==> src/rtl/pbus_pkg.sv <==
package pbus_pkg;
   localparam int SRC_W = 3;

   typedef enum logic [SRC_W-1:0] {
      SRC_RREAD  = 3'd0,
      SRC_RLOAD  = 3'd1,
      SRC_NONE   = 3'd2,
      SRC_TASK_A = 3'd3,
      SRC_TASK_B = 3'd4,
      SRC_MEMD   = 3'd5,
      SRC_MOUSE  = 3'd6,
      SRC_DISP   = 3'd7
   } bus_src_e;

   // codes above this one also gate the constant as a mask
   localparam logic [SRC_W-1:0] MASK_ABOVE = 3'd4;
endpackage

==> src/rtl/pbus_src_drv.sv <==
module pbus_src_drv
   import pbus_pkg::*;
#(
   parameter int DATA_W  = 16,
   parameter int MOUSE_W = 4,
   parameter int DISP_W  = 8
) (
   input  logic [SRC_W-1:0]  src_sel,
   input  logic              const_en,
   input  logic [DATA_W-1:0] reg_rdata,
   input  logic [DATA_W-1:0] task_a,
   input  logic [DATA_W-1:0] task_b,
   input  logic [DATA_W-1:0] md_data,
   input  logic [MOUSE_W-1:0] mouse_bits,
   input  logic [DATA_W-1:0] ir,
   output logic              drv_en,
   output logic [DATA_W-1:0] drv_val,
   output logic              reg_load
);
   localparam int EXT_W   = DATA_W - DISP_W;
   localparam int PAD_W   = DATA_W - MOUSE_W;
   localparam int MODE_LO = DISP_W;

   if (DISP_W + 2 > DATA_W) begin : g_bad_disp
      $error("pbus_src_drv: displacement plus mode field wider than bus");
   end
   if (MOUSE_W >= DATA_W) begin : g_bad_mouse
      $error("pbus_src_drv: mouse field must be narrower than bus");
   end

   logic              ext_bit;
   logic [DATA_W-1:0] disp_word;
   logic [DATA_W-1:0] mouse_word;

   assign ext_bit    = (|ir[MODE_LO+1:MODE_LO]) & ir[DISP_W-1];
   assign disp_word  = {{EXT_W{ext_bit}}, ir[DISP_W-1:0]};
   assign mouse_word = {{PAD_W{1'b1}}, mouse_bits};

   always_comb begin
      drv_en   = !const_en;
      drv_val  = '1;
      reg_load = 1'b0;
      unique case (bus_src_e'(src_sel))
         SRC_RREAD:  drv_val = reg_rdata;
         SRC_RLOAD: begin
            drv_val  = '0;
            reg_load = !const_en;
         end
         SRC_NONE:   drv_en  = 1'b0;
         SRC_TASK_A: drv_val = task_a;
         SRC_TASK_B: drv_val = task_b;
         SRC_MEMD:   drv_val = md_data;
         SRC_MOUSE:  drv_val = mouse_word;
         SRC_DISP:   drv_val = disp_word;
         default:    drv_en  = 1'b0;
      endcase
   end
endmodule

==> src/rtl/pbus_wand.sv <==
module pbus_wand #(
   parameter int DATA_W = 16,
   parameter int N_DRV  = 3
) (
   input  logic [N_DRV-1:0]             drv_en,
   input  logic [N_DRV-1:0][DATA_W-1:0] drv_val,
   output logic [DATA_W-1:0]            bus
);
   if (N_DRV < 1) begin : g_bad_n
      $error("pbus_wand: at least one driver required");
   end

   for (genvar b = 0; b < DATA_W; b++) begin : g_bit
      logic [N_DRV-1:0] pull;
      for (genvar d = 0; d < N_DRV; d++) begin : g_drv
         assign pull[d] = ~drv_en[d] | drv_val[d][b];
      end
      assign bus[b] = &pull;
   end
endmodule

==> src/rtl/pbus_ram_flag.sv <==
module pbus_ram_flag (
   input  logic clk,
   input  logic rst_n,
   input  logic ram_rd_issue,
   output logic ram_pend
);
   always_ff @(posedge clk or negedge rst_n) begin
      if (!rst_n) ram_pend <= 1'b0;
      else        ram_pend <= ram_rd_issue;
   end
endmodule

==> src/rtl/pbus_select.sv <==
module pbus_select
   import pbus_pkg::*;
#(
   parameter int DATA_W  = 16,
   parameter int MOUSE_W = 4,
   parameter int DISP_W  = 8,
   parameter int RSEL_W  = 5,
   localparam int CADDR_W = RSEL_W + SRC_W
) (
   input  logic               clk,
   input  logic               rst_n,
   input  logic [SRC_W-1:0]   src_sel,
   input  logic               const_en,
   input  logic [RSEL_W-1:0]  rsel,
   input  logic [DATA_W-1:0]  reg_rdata,
   input  logic [DATA_W-1:0]  task_a,
   input  logic [DATA_W-1:0]  task_b,
   input  logic [DATA_W-1:0]  md_data,
   input  logic [MOUSE_W-1:0] mouse_bits,
   input  logic [DATA_W-1:0]  ir,
   input  logic [DATA_W-1:0]  const_data,
   input  logic               ram_rd_issue,
   input  logic [DATA_W-1:0]  ram_data,
   output logic [CADDR_W-1:0] const_addr,
   output logic [DATA_W-1:0]  bus,
   output logic               reg_load
);
   localparam int N_DRV  = 3;
   localparam int D_SRC  = 0;
   localparam int D_CON  = 1;
   localparam int D_RAM  = 2;

   logic                        ram_pend;
   logic                        src_en;
   logic [DATA_W-1:0]           src_val;
   logic [N_DRV-1:0]            drv_en;
   logic [N_DRV-1:0][DATA_W-1:0] drv_val;

   assign const_addr = {rsel, src_sel};

   pbus_src_drv #(
      .DATA_W (DATA_W),
      .MOUSE_W(MOUSE_W),
      .DISP_W (DISP_W)
   ) u_src (
      .src_sel   (src_sel),
      .const_en  (const_en),
      .reg_rdata (reg_rdata),
      .task_a    (task_a),
      .task_b    (task_b),
      .md_data   (md_data),
      .mouse_bits(mouse_bits),
      .ir        (ir),
      .drv_en    (src_en),
      .drv_val   (src_val),
      .reg_load  (reg_load)
   );

   pbus_ram_flag u_ram (
      .clk         (clk),
      .rst_n       (rst_n),
      .ram_rd_issue(ram_rd_issue),
      .ram_pend    (ram_pend)
   );

   assign drv_en[D_SRC]  = src_en;
   assign drv_val[D_SRC] = src_val;
   assign drv_en[D_CON]  = const_en | (src_sel > MASK_ABOVE);
   assign drv_val[D_CON] = const_data;
   assign drv_en[D_RAM]  = ram_pend;
   assign drv_val[D_RAM] = ram_data;

   pbus_wand #(
      .DATA_W(DATA_W),
      .N_DRV (N_DRV)
   ) u_wand (
      .drv_en (drv_en),
      .drv_val(drv_val),
      .bus    (bus)
   );
endmodule

==> config.mk <==
export PLATFORM = sky130hd
export DESIGN_NAME = pbus_select
export DESIGN_NICKNAME = d
export VERILOG_FILES = /design/src/rtl/pbus_pkg.sv /design/src/rtl/pbus_src_drv.sv /design/src/rtl/pbus_wand.sv /design/src/rtl/pbus_ram_flag.sv /design/src/rtl/pbus_select.sv
export SDC_FILE = /design/constraint.sdc
export NUM_CORES = 1
export LEC_CHECK = 0
export CAP_MARGIN = 0
export CORE_MARGIN = 1.5
export CORE_UTILIZATION = 27
export CTS_CLUSTER_SIZE = 25
export DETAILED_ROUTE_END_ITERATION = 16
export HOLD_SLACK_MARGIN = 0.12
export PLACE_DENSITY = 0.93
export SETUP_SLACK_MARGIN = 0.2
export SYNTH_ARGS = -nofsm -noshare
export SYNTH_HDL_FRONTEND = slang
export SYNTH_SLANG_ARGS = --single-unit
==> constraint.sdc <==
create_clock -name clk -period 2.58 [get_ports clk]
set_input_delay 0.516 -clock clk [delete_from_list [all_inputs] [get_ports clk]]
set_output_delay 0.516 -clock clk [all_outputs]
set_load 0.05 [all_outputs]
==> results of run 1 <==
cells by family (layout without fill, tap and decap cells):
logic type,count (synthesis),after routing,share of synthesized area
multiplexers,14,14,0.1297
AND/OR/NAND/NOR,35,36,0.1911
flip-flops,1,1,0.02275
AO/OA/AOI/OAI,71,71,0.4721
buffers and inverters,26,176,0.1843
path summary, 6_finish.rpt:
path,start,to,depth (start not counted)
min,rst_n,u_ram.ram_pend$_DFF_PN0_,1
min in group clk,ram_rd_issue,u_ram.ram_pend$_DFF_PN0_,1
max in group asynchronous,rst_n,u_ram.ram_pend$_DFF_PN0_,1
max,src_sel[0],bus[0],7
layer usage:
metal  share of wire  vias to the layer above  track usage
li1                -                      881            -
met5               0                        -            0
met3           0.069                        6      0.03041
met4           0.011                        0      0.03061
met2            0.55                       82       0.5100
met1            0.37                      857       0.2775
report_power, final:
| part | leakage (µW) | internal [µW] | switching, µW |
|---|---|---|---|
| clock | 0 | 0 | 0 |
| combinational | 0.00117 | 367 | 285 |
| sequential | 0.0000117 | 16.8 | 0.174 |
| total | 0.00118 | 383 | 285 |
area by class of cell:
cell class                      instances  share of cell area
Tap cell                               50             0.02110
Timing Repair Buffer                  173              0.6203
Sequential cell                         1            0.008439
Inverter                                3            0.003797
Multi-Input combinational cell        121              0.3464
repair_timing:
item / CTS / global route
resized for setup: 37 / 9
hold buffers: 0 / 0
setup endpoints to repair: 17 / 14
pin swaps: 13 / 6
setup buffers: 7 / 0
gates cloned: 1 / 0
metrics by stage:
step	utilization	worst slack, ps
CTS	0.7417	210.2
global placement	0.7010	-167.9
detailed placement	0.7010	-220.9
finish	0.7467	269.2
floorplan	-	151.4
global route	0.7467	209.3
layout by cell type (no fill, tap or decap), drive strengths merged, types with 3 or more instances in the layout:
cell / count
nand3b: 4
a32oi: 4
a22oi: 6
o22ai: 14
mux2i: 12
clkdlybuf4s50: 107
nand2: 6
buf: 59
a31oi: 5
a21oi: 11
nor2: 15
a221oi: 5
dlygate4sd2: 4
o21ai: 4
nand2b: 3
inv: 3
o21a: 6
==> impl.org, run 1 <==
** Setup path
- Gate family responsible for the most delay along the worst path :: compound AO/OA/AOI/OAI gates
- Critical Path End Type :: output port
- Critical path class :: in2out
- Number of buffers and inverters on the critical path :: 3
- Required time at the endpoint of the critical path :: 2060 ps
- The largest single stage delay on the critical path is 390 ps.
- Type of origin of the critical path :: primary input
- List of cells traversed by the critical path :: buf_2 -> buf_6 -> mux2i_1 -> o21ai_2 -> a2111oi_4 -> nor2_2 -> buf_12
- Maximum fanout encountered on the critical timing path :: 8
- STA puts the critical path data arrival time at approximately 1800 ps.
- On the critical path, the stage with the largest delay is an instance of a2111oi_4.

** Place
- Counting tap cells, the placed design contains a total of 340 instances.
- The congestion estimate from routability-driven global placement came to roughly 0.82.
- After detailed placement, the total cell area comes to 2784 µm².
- HPWL Detailed :: 4.696 mm
- In this run the tool buffered the top-level ports with ~140 buffer cells.

** Synth
- The synthesized design contains 0 enable-type register cells.
- Count of yosys warnings during synthesis :: 0
- The number of nets in the synthesized netlist is roughly 280.
- Counting flops and latches in the post-synthesis netlist gives 1.
- Yosys attributes the largest share of cell area to mux2i_1 (11%), o22ai_1 (8.0%), buf_4 (6.8%).
- Post-synthesis cell area :: 1100 µm²
- Number of instances in the synthesized netlist :: roughly 150
- The share of synthesized area in the top cell type comes to 0.1092.
- Leading cell types by count after synthesis :: o22ai_1 (14), mux2i_1 (12), nor2_1 (12)
- Mean instance size in the synthesized netlist :: 7.482 µm²
- Most frequent cell after synthesis :: o22ai_1
- After synthesis, the share of flip-flops with an asynchronous set or reset is 1.000.
- Most frequently used flop master after synthesis :: dfrtp_1
- Post-synth cell types :: 43
- Sequential fraction of the synthesis area :: 0.02275
- Summed over all instances, the cell type with the most area after synthesis is mux2i_1.

** Route
- Using the TritonRoute via totals, the vias-per-cell ratio works out to between 5 and 6.
- In the routed design, unresolved DRC markers number 0.
- Number of vias in the routed layout :: ~1800
- After detailed routing, the average wire length per cell comes to 17.12 µm.
- Wires add up to 5.958 mm.
- The pre-antenna-repair detailed-routing pass consisted of 4 iterations.
- Remaining antenna violation count after routing :: 0
- First DRT Iteration DRCs :: between 50 and 60

** Cells and area
- Number of inserted filler cells in the final layout :: 308
- Multi-input gate area in the final layout :: 1027 µm²
- Post-route design area :: 2965 µm²
- Cell Count, Final, Fillers Out :: 348
- The flip-flop count of the largest register, all copies and words added came to 1.
- Top register by number of flip-flops :: u_ram.ram_pend
- The largest registers in the layout are u_ram.ram_pend: 1 flops.
- Diodes inserted :: 0
- Post-layout net count :: about 430
- Share of cells above drive strength 1 :: 0.3289
- In the final layout, flip-flops and latches occupy 25.02 µm².
- Area added between synthesis and finish :: 169.6%

** Timing
- At the pin with the least slew margin, the transition time is 604.9 ps.
- The routed design could run at a clock period as short as roughly 2300 ps.
- Highest Clock Rate :: 432.8 MHz
- RSZ-0062 raised after global routing :: false
- Worst slack on hold paths :: 665.2 ps
- Post-route clock period utilization :: 0.8957
- The number of endpoints with negative hold slack in the final report was 0.
- Final setup viols :: 0
- TNS Setup :: 0 ps
- Number of slew-limit violations in the final report :: 0
- Headroom to the max-slew limit came out at 0.5963.

** GRT
- Number of antenna violations at the first check in global routing :: 0
- Global-route wire length before repair :: 8.673 mm
- Gr usage total :: 0.2504
- The number of global-route vias before repair is 1835.
- Largest net degree at the start of global routing :: 17
- After global routing the overflow that remains totals 0.

** Pwr
- The worst-case IR drop observed on VDD is 121.6 µV.
- Dividing total power by cell area gives a power density of between 200 and 250 nW/µm².
- Total power consumption of the routed design :: between 600 and 700 µW
- In this run the static leakage power is 0.001183 µW.

** Worst hold path
- The min-delay analysis places its worst path in the category in2async.

** Floorplanning
- The region available for standard cell placement spans 3971 µm².
- I/O pin total :: 153
- Initial standard-cell utilization of the core :: 0.2769
- The floorplan step defined a die boundary enclosing 4465 µm².
- Row generation in the floorplan step produced 23 rows.
- Die boundary height :: 66.82 µm
- The die is 66.82 µm wide.

** Clock network
- Clock transition at path regs :: 0 ps

** Outcome
- The flow ran to the end, and the final reports show no timing, DRC or antenna violations.

** Run
- Across the run, the number of max-cap violations was 0.
Power figures use the tool's default switching activity.
==> run 2, diff against run 1 <==
--- a/config.mk
+++ b/config.mk
@@ -12,7 +12,9 @@
 export DETAILED_ROUTE_END_ITERATION = 16
 export HOLD_SLACK_MARGIN = 0.12
 export PLACE_DENSITY = 0.93
+export RECOVER_POWER = 25
 export SETUP_SLACK_MARGIN = 0.2
+export SKIP_CTS_REPAIR_TIMING = 1
 export SYNTH_ARGS = -nofsm -noshare
 export SYNTH_HDL_FRONTEND = slang
 export SYNTH_SLANG_ARGS = --single-unit
==> run 2 against run 1 <==
Compared with the run above: die area stayed put; total power fell by 2.2%; core utilization down 1.8 points; hold slack improved by 67 ps; highest routed layer unchanged; wire length is 0.29% higher; combinational power shrank 2%; final area is 2.4% lower; sequential share of layout area is essentially flat; first-iteration DRC count fell by 3.6%; sequential power is essentially flat; worst setup slack got worse by 55 ps; largest power group unchanged.
==> impl.org, run 2 (same netlist as run 1, synthesis figures left out) <==
** Route
- The via-per-instance ratio is 5.172 (-1.4%).
- The aggregate routed wire length came to 5.975 mm (+0.29%).
- The number of remaining DRC errors was 0 (unchanged).
- Detail-routed net length per standard cell :: 17.37 µm (+1.5%)
- The total iterations of the first detailed-routing run was 4 (unchanged).
- First DRT Iteration DRCs :: 53 (-3.6%)
- Remaining antenna violation count after routing :: 0 (unchanged)
- The via total after detailed routing came to 1779 (-2.6%).

** Outcome
- Outcome :: finished, final reports clean

** Setup path
- By startpoint and endpoint, the worst setup path is classified as in2out.
- List of cells traversed by the critical path :: buf_4 -> buf_6 -> o21a_1 -> nor2_4 -> buf_6 -> buf_4 -> o22ai_1 -> a21oi_2 -> buf_12
- The worst setup path is captured at an output port.
- Biggest cell delay along the critical path :: 220 ps (-170 ps)
- Among cell families on the critical path, the largest total delay comes from buffers and inverters.
- The top fanout value on the critical path came to 8 (unchanged).
- Number of buffers and inverters on the critical path :: 5 (+2)
- The data arrival at the endpoint of the critical path came to 1850 ps (+60 ps).
- The required time of the critical path was 2060 ps (about the same).
- On the critical path, the stage with the largest delay is an instance of o21a_1.
- Type of origin of the critical path :: primary input

** Timing
- Post-route clock period utilization :: 0.9171 (+0.02145)
- The shortest clock period the worst path allows after layout came to 2366 ps (+55.34 ps).
- The highest clock rate was 422.6 MHz (-2.3%).
- The number of endpoints with negative hold slack in the final report came to 0 (unchanged).
- Final setup viols :: 0 (unchanged)
- Worst slack on hold paths :: 732.3 ps (+67.06 ps)
- Number of slew-limit violations in the final report :: 0 (unchanged)
- The worst max-slew margin expressed relative to the limit was 0.5971 (+0.0007950).
- The slew at the pin closest to its max-slew limit is 603.7 ps (-1.192 ps).
- RSZ-0062 raised after global routing :: false
- The setup slack after layout was 213.9 ps (-55.34 ps).

** GRT
- Largest net degree at the start of global routing :: 17 (unchanged)
- The met3 track demand over resource came to 0.02365 (-0.006757).
- Number of global-route vias before repair :: 1739 (-5.2%)
- The overall routing resource usage came to 0.2332 (-0.01721).
- The total global routing overflow came to 0 (unchanged).
- The met1 usage in global routing came to 0.2694 (-0.008073).
- Number of antenna violations at the first check in global routing :: 0 (unchanged)
- Global-route wire length before repair :: 8.114 mm (-6.4%)
- The global-route met2 utilization is 0.4675 (-0.04250).
- Most utilized layer in the global route result :: met2

** Floorplanning
- The initial core utilization came to 0.2769 (unchanged).
- The total die area came to 4465 µm² (unchanged).
- The height of the chip came to 66.82 µm (unchanged).
- I/O pin total :: 153 (unchanged)
- The row count was 23 (unchanged).
- Horizontal die dimension :: 66.82 µm (unchanged)
- Area of the core :: 3971 µm² (unchanged)

** Clock network
- Clock transition at path regs :: 0 ps (unchanged)

** Cells and area
- The flip-flop count of the largest register, all copies and words added came to 1 (unchanged).
- Ranked by flip-flop count, first place goes to u_ram.ram_pend.
- The proportion of layout cells with a drive suffix above 1 came to 0.2993 (-0.02954).
- The total number of nets in the final design is 424 (-0.93%).
- Commonest non-fill, non-tap cells in the layout :: clkdlybuf4s50_1 (108), buf_4 (27), buf_12 (17)
- The largest registers in the layout are u_ram.ram_pend: 1 flops.
- From synthesis to final layout, the design area changed by 163.3%.
- The diode insertion count for antenna repair came to 0 (unchanged).
- Leaving out fill and tap cells, the most frequent cell in the layout is clkdlybuf4s50_1.

** Place
- The number of I/O port buffers came to 136 (unchanged).
- Final estimated routing congestion in global placement :: 0.8152 (unchanged)
- The half-perimeter wire length after detailed placement was 4.696 mm (unchanged).
- The worst slack after detailed placement was -220.9 ps (unchanged).

** Pwr
- The maximum ir drop on the vdd rail came to 111.9 µV (-7.9%).
- Leakage :: 0.001172 µW (-0.96%)
- Power density over the cells :: 225.8 nW/µm² (+0.13%)

** Worst hold path
- Hold Path Class :: in2async

** Run
- The number of max-capacitance violations reported was 0 (unchanged).
[run 2: changes by cell type in the layout (fill, tap and decap cells not counted), sizes merged]
| cell | before | now |
|---|---|---|
| dlymetal6s2s | 2 | 5 |
| dlygate4sd2 | 4 | 0 |
| buf | 59 | 54 |
| dlygate4sd3 | 0 | 1 |
| clkdlybuf4s50 | 107 | 108 |
[run 2: where the power goes]
part	total (µW)	internal (µW)	leakage, µW	switching, µW
sequential	16.9	16.8	0.0000117	0.168
clock	0	0	0	0
combinational	637	358	0.00116	279
[run 2: area by class of cell]
class                   count  area [µm²]
inverters                   3       11.26
flip-flops and latches      1       25.02
well taps                  50       62.56
fillers                   315        1076
repair buffers            169        1814
multi-input cells         121       982.2
[run 2: path summary, 6_finish.rpt]
kind	start	endpoint	slack, ps	cells past startpoint
hold / removal	rst_n	u_ram.ram_pend$_DFF_PN0_	730	1
setup / recovery	src_sel[0]	bus[7]	210	9
max in group asynchronous	rst_n	u_ram.ram_pend$_DFF_PN0_	1750	1
min in group clk	ram_rd_issue	u_ram.ram_pend$_DFF_PN0_	960	1
[run 2: metrics by stage]
stage,instance area (µm²),instances,total power [µW],TNS [ps],util
floorplan,1164,147,308.3,0,-
global placement,2784,340,617.8,-2083,0.7010
detailed placement,2784,340,629.9,-2649,0.7010
CTS,2784,340,632.2,-2732,0.7010
global route,2895,344,684.7,0,0.7290
finish,2895,344,653.9,0,0.7290
[run 2: routing by layer]
layer | vias to the layer above | share of wire | wire length (µm)
met5 | - | 0 | 0
met4 | 0 | 0.0090 | 54
met3 | 4 | 0.068 | 409
met2 | 80 | 0.55 | 3258
met1 | 814 | 0.38 | 2253
li1 | 881 | - | -
==> run 3, diff against run 2 <==
--- a/config.mk
+++ b/config.mk
@@ -5,13 +5,15 @@
 export SDC_FILE = /design/constraint.sdc
 export NUM_CORES = 1
 export LEC_CHECK = 0
+export ABC_AREA = 1
 export CAP_MARGIN = 0
 export CORE_MARGIN = 1.5
-export CORE_UTILIZATION = 27
+export CORE_UTILIZATION = 28
 export CTS_CLUSTER_SIZE = 25
 export DETAILED_ROUTE_END_ITERATION = 16
+export GPL_ROUTABILITY_DRIVEN = 0
 export HOLD_SLACK_MARGIN = 0.12
-export PLACE_DENSITY = 0.93
+export PLACE_DENSITY = 0.92
 export RECOVER_POWER = 25
 export SETUP_SLACK_MARGIN = 0.2
 export SKIP_CTS_REPAIR_TIMING = 1
==> run 3 against run 2 <==
Compared with the run above: flip-flop and latch count unchanged; synthesized area increased by 8.4%; total power increased by 4.1%; final cell count increased by 26%; fmax increased by 1.2%; sequential share of layout area about the same; hold slack about the same; synthesized cell count increased by 61%; critical path depth unchanged; global-route usage increased by 2.6 points; die area increased by 4.3%; wire length increased by 8.0%; critical path type unchanged; critical endpoint is now bus[0]; largest power group unchanged.
==> impl.org, run 3 <==
** Cells and area
- Area added between synthesis and finish :: 157.3%
- Number of inserted filler cells in the final layout :: 304 (-3.5%)
- The flip-flop count of the largest register, all copies and words added was 1 (unchanged).
- Share of cells above drive strength 1 :: 0.2448 (-0.05453)
- The cell area after layout was 3068 µm² (+6.0%).
- The total number of nets in the final design was 514 (+21%).
- The library cell used most frequently in the layout, excluding fill and tap cells, is clkdlybuf4s50_1.
- Diodes inserted :: 0 (unchanged)
- The top cell types in the final layout, fill and taps aside, are clkdlybuf4s50_1 (110), nand3_1 (41), nor2_1 (39).
- Largest registers in the final layout :: u_ram.ram_pend: 1 flops
- Ranked by flip-flop count, first place goes to u_ram.ram_pend.
- Cell Count, Final, Fillers Out :: 434 (+26%)
- The multi-input logic area came to 991.0 µm² (+0.89%).
- Sequential cell area :: 25.02 µm² (unchanged)

** Pwr
- The power density relative to cell area was 221.9 nW/µm² (-1.8%).
- The fraction of power spent switching nets is 0.4397 (+0.01218).
- Total power consumption of the routed design :: 680.6 µW (+4.1%)
- Leakage :: 0.001380 µW (+18%)
- The switching component of the power was 299.3 µW (+7.1%).
- The power share of the combinational group is 0.975 (about the same).
- The fraction of power consumed by sequential logic is 0.025 (about the same).
- Internal power consumption :: 381.3 µW (+1.9%)
- Max IR drop VDD :: 134.4 µV (+20%)
- Share of power burned in the clock network :: 0 (unchanged)

** GRT
- Number of antenna violations at the first check in global routing :: 0 (unchanged)
- The largest net degree at the start of global routing was 17 (unchanged).
- Overflow left after global routing :: 0 (unchanged)
- The global-route wire length before repair was 9.349 mm (+15%).
- Gr usage total :: 0.2595 (+0.02631)
- The number of global-route vias before repair is 2131 (+23%).

** Route
- Overall routed net length :: 6.451 mm (+8.0%)
- Router iterations before antenna repair :: 4 (unchanged)
- The number of remaining DRC errors came to 0 (unchanged).
- Detail-routed net length per standard cell :: 14.86 µm (-14%)
- Number of vias in the routed layout :: 2231 (+25%)
- The final antenna-violating net count was 0 (unchanged).
- The initial DRC count was 102 (+92%).
- Post-detailed-route via-to-cell ratio :: 5.141 (-0.60%)

** Synth
- The count of state elements after synthesis is 1 (unchanged).
- Share of synthesized registers carrying an async set or reset :: 1.000 (unchanged)
- Post-synthesis cell area :: 1192 µm² (+8.4%)
- By count the netlist is led by nor2_1 (43), nand2_1 (41), nand3_1 (41).
- For this run, the leading register cell type out of synthesis is dfrtp_1.
- Synthesized net count :: 364 (+32%)
- Share of the synthesized area in the top cell type :: 0.1721 (+0.06287)
- Sequential fraction of the synthesis area :: 0.02099 (-0.001767)
- By instance count, the leading cell after synthesis is nor2_1.
- Count of yosys warnings during synthesis :: 0 (unchanged)
- The biggest area contributor in the post-synthesis netlist is nand3_1.
- Mean instance size in the synthesized netlist :: 5.053 µm² (-32%)
- Number of instances in the synthesized netlist :: 236 (+61%)
- Number of enable-type register cells in the synthesized netlist :: 0 (unchanged)
- Dominant cells by area after synthesis :: nand3_1 (17%), nor2_1 (14%), nand2_1 (13%)
- The number of unique standard cell types used by synthesis is 22 (-49%).

** Run
- The number of max-capacitance violations reported came to 0 (unchanged).

** Floorplanning
- The number of ports placed on the die boundary was 153 (unchanged).
- The initial core utilization is 0.2939 (+0.01693).
- Die footprint :: 4659 µm² (+4.3%)
- Area of the core :: 4058 µm² (+2.2%)
- The width of the die came to 68.26 µm (+2.1%).
- Row count :: 23 (unchanged)
- The height of the chip is 68.26 µm (+2.1%).

** Timing
- The max-slew violation count was 0 (unchanged).
- The shortest clock period the worst path allows after layout came to 2337 ps (-29.15 ps).
- Final setup viols :: 0 (unchanged)
- RSZ-0062 raised after global routing :: false
- The total negative slack is 0 ps (unchanged).
- The highest clock rate was 427.9 MHz (+1.2%).
- The setup slack after layout is 243.0 ps (+29.15 ps).
- The number of endpoints with negative hold slack in the final report was 0 (unchanged).
- Measured slew at the worst slew-check pin :: 615.5 ps (+11.82 ps)
- The worst max-slew margin expressed relative to the limit came to 0.5892 (-0.007887).
- The ratio of final minimum period to clock period came to 0.9058 (-0.01130).

** Worst hold path
- The path class of the tightest hold or removal check is in2async.

** Place
- Setup slack at placement :: -134.6 ps (+86.22 ps)
- HPWL Detailed :: 5.211 mm (+11%)
- IO Port Bufs :: 136 (unchanged)
- Post-DP Area :: 2938 µm² (+5.5%)
- The placed instance count was 426 (+25%).

** Setup path
- The data arrival at the endpoint of the critical path is 1820 ps (-30 ps).
- Critical-path cell with the highest stage delay :: nor2_4
- Critical Path End Type :: output port
- In this design, the critical path's most frequently occurring cell is buf_12.
- The worst stage delay on the critical path came to 190 ps (-30 ps).
- Required time at the endpoint of the critical path :: 2060 ps (about the same)
- List of cells traversed by the critical path :: clkbuf_2 -> buf_12 -> nor2_4 -> nand2_2 -> nand2_4 -> buf_4 -> o22ai_1 -> a21oi_2 -> buf_12
- STA classifies the critical path startpoint as a primary input.
- Maximum fanout encountered on the critical timing path :: 6 (-2)
- Critical path class :: in2out

** Outcome
- Outcome :: finished, final reports clean

** Clock network
- The clock input transition at the sequential cells of the worst setup and hold paths came to 0 ps (unchanged).
==> run 3: cell count changes after synthesis, sizes merged, moves of 3 or more <==
cell,delta
nand3,+43
nand2,+37
nor2,+30
nand4,+23
inv,+20
mux2i,-12
a22oi,-6
o21a,-6
a221oi,-5
a31oi,-5
a32oi,-4
nand3b,-4
nand2b,-3
==> run 3: stage by stage <==
stage	utilization	hold slack, ps
floorplan	-	220.4
global placement	0.7240	665.0
detailed placement	0.7240	666.5
CTS	0.7240	666.5
global route	0.7561	741.6
finish	0.7561	731.9
==> run 3: worst paths after layout <==
check | slack, ps | start | endpoint | depth (start not counted)
min in group clk | 960 | ram_rd_issue | u_ram.ram_pend$_DFF_PN0_ | 1
setup / recovery | 240 | src_sel[1] | bus[0] | 9
hold / removal | 730 | rst_n | u_ram.ram_pend$_DFF_PN0_ | 1
max in group asynchronous | 1750 | rst_n | u_ram.ram_pend$_DFF_PN0_ | 1
==> run 3: layout make-up <==
class	instances	share of cell area
Inverter	23	0.02896
Timing Repair Buffer	173	0.6195
Tap cell	50	0.02039
Sequential cell	1	0.008157
Multi-Input combinational cell	187	0.3230
==> run 3: cells by family (layout without fill, tap and decap cells) <==
family,Yosys count,count (layout),synth area share
DFF,1,1,0.02098
buffers and inverters,48,196,0.2183
and+or+nand+nor,155,155,0.6065
AOI/OAI and AO/OA,32,32,0.1543
==> run 3: power by group through the flow <==
stage          Combinational, µW  Sequential [µW]  Clock (µW)
3_3_place_gp                 627             16.9           0
5_1_grt                      702             17.0           0
2_1_floorplan                286             16.9           0
4_1_cts                      640             16.9           0
6_report                     664             16.9           0
3_5_place_dp                 638             16.9           0
==> run 3: per-layer routing <==
metal | GRT usage | part of all wire | vias to the layer above
met5 | 0 | 0 | -
met4 | 0.06000 | 0.017 | 0
met3 | 0.02467 | 0.078 | 14
met2 | 0.5146 | 0.53 | 110
met1 | 0.2920 | 0.37 | 1007
li1 | - | - | 1100
==> run 3: critical path, delay by kind of cell <==
kind | cells | cell delay (ps)
AO/OA/AOI/OAI | 2 | 260
buffers and inverters | 4 | 610
AND/OR/NAND/NOR | 3 | 420
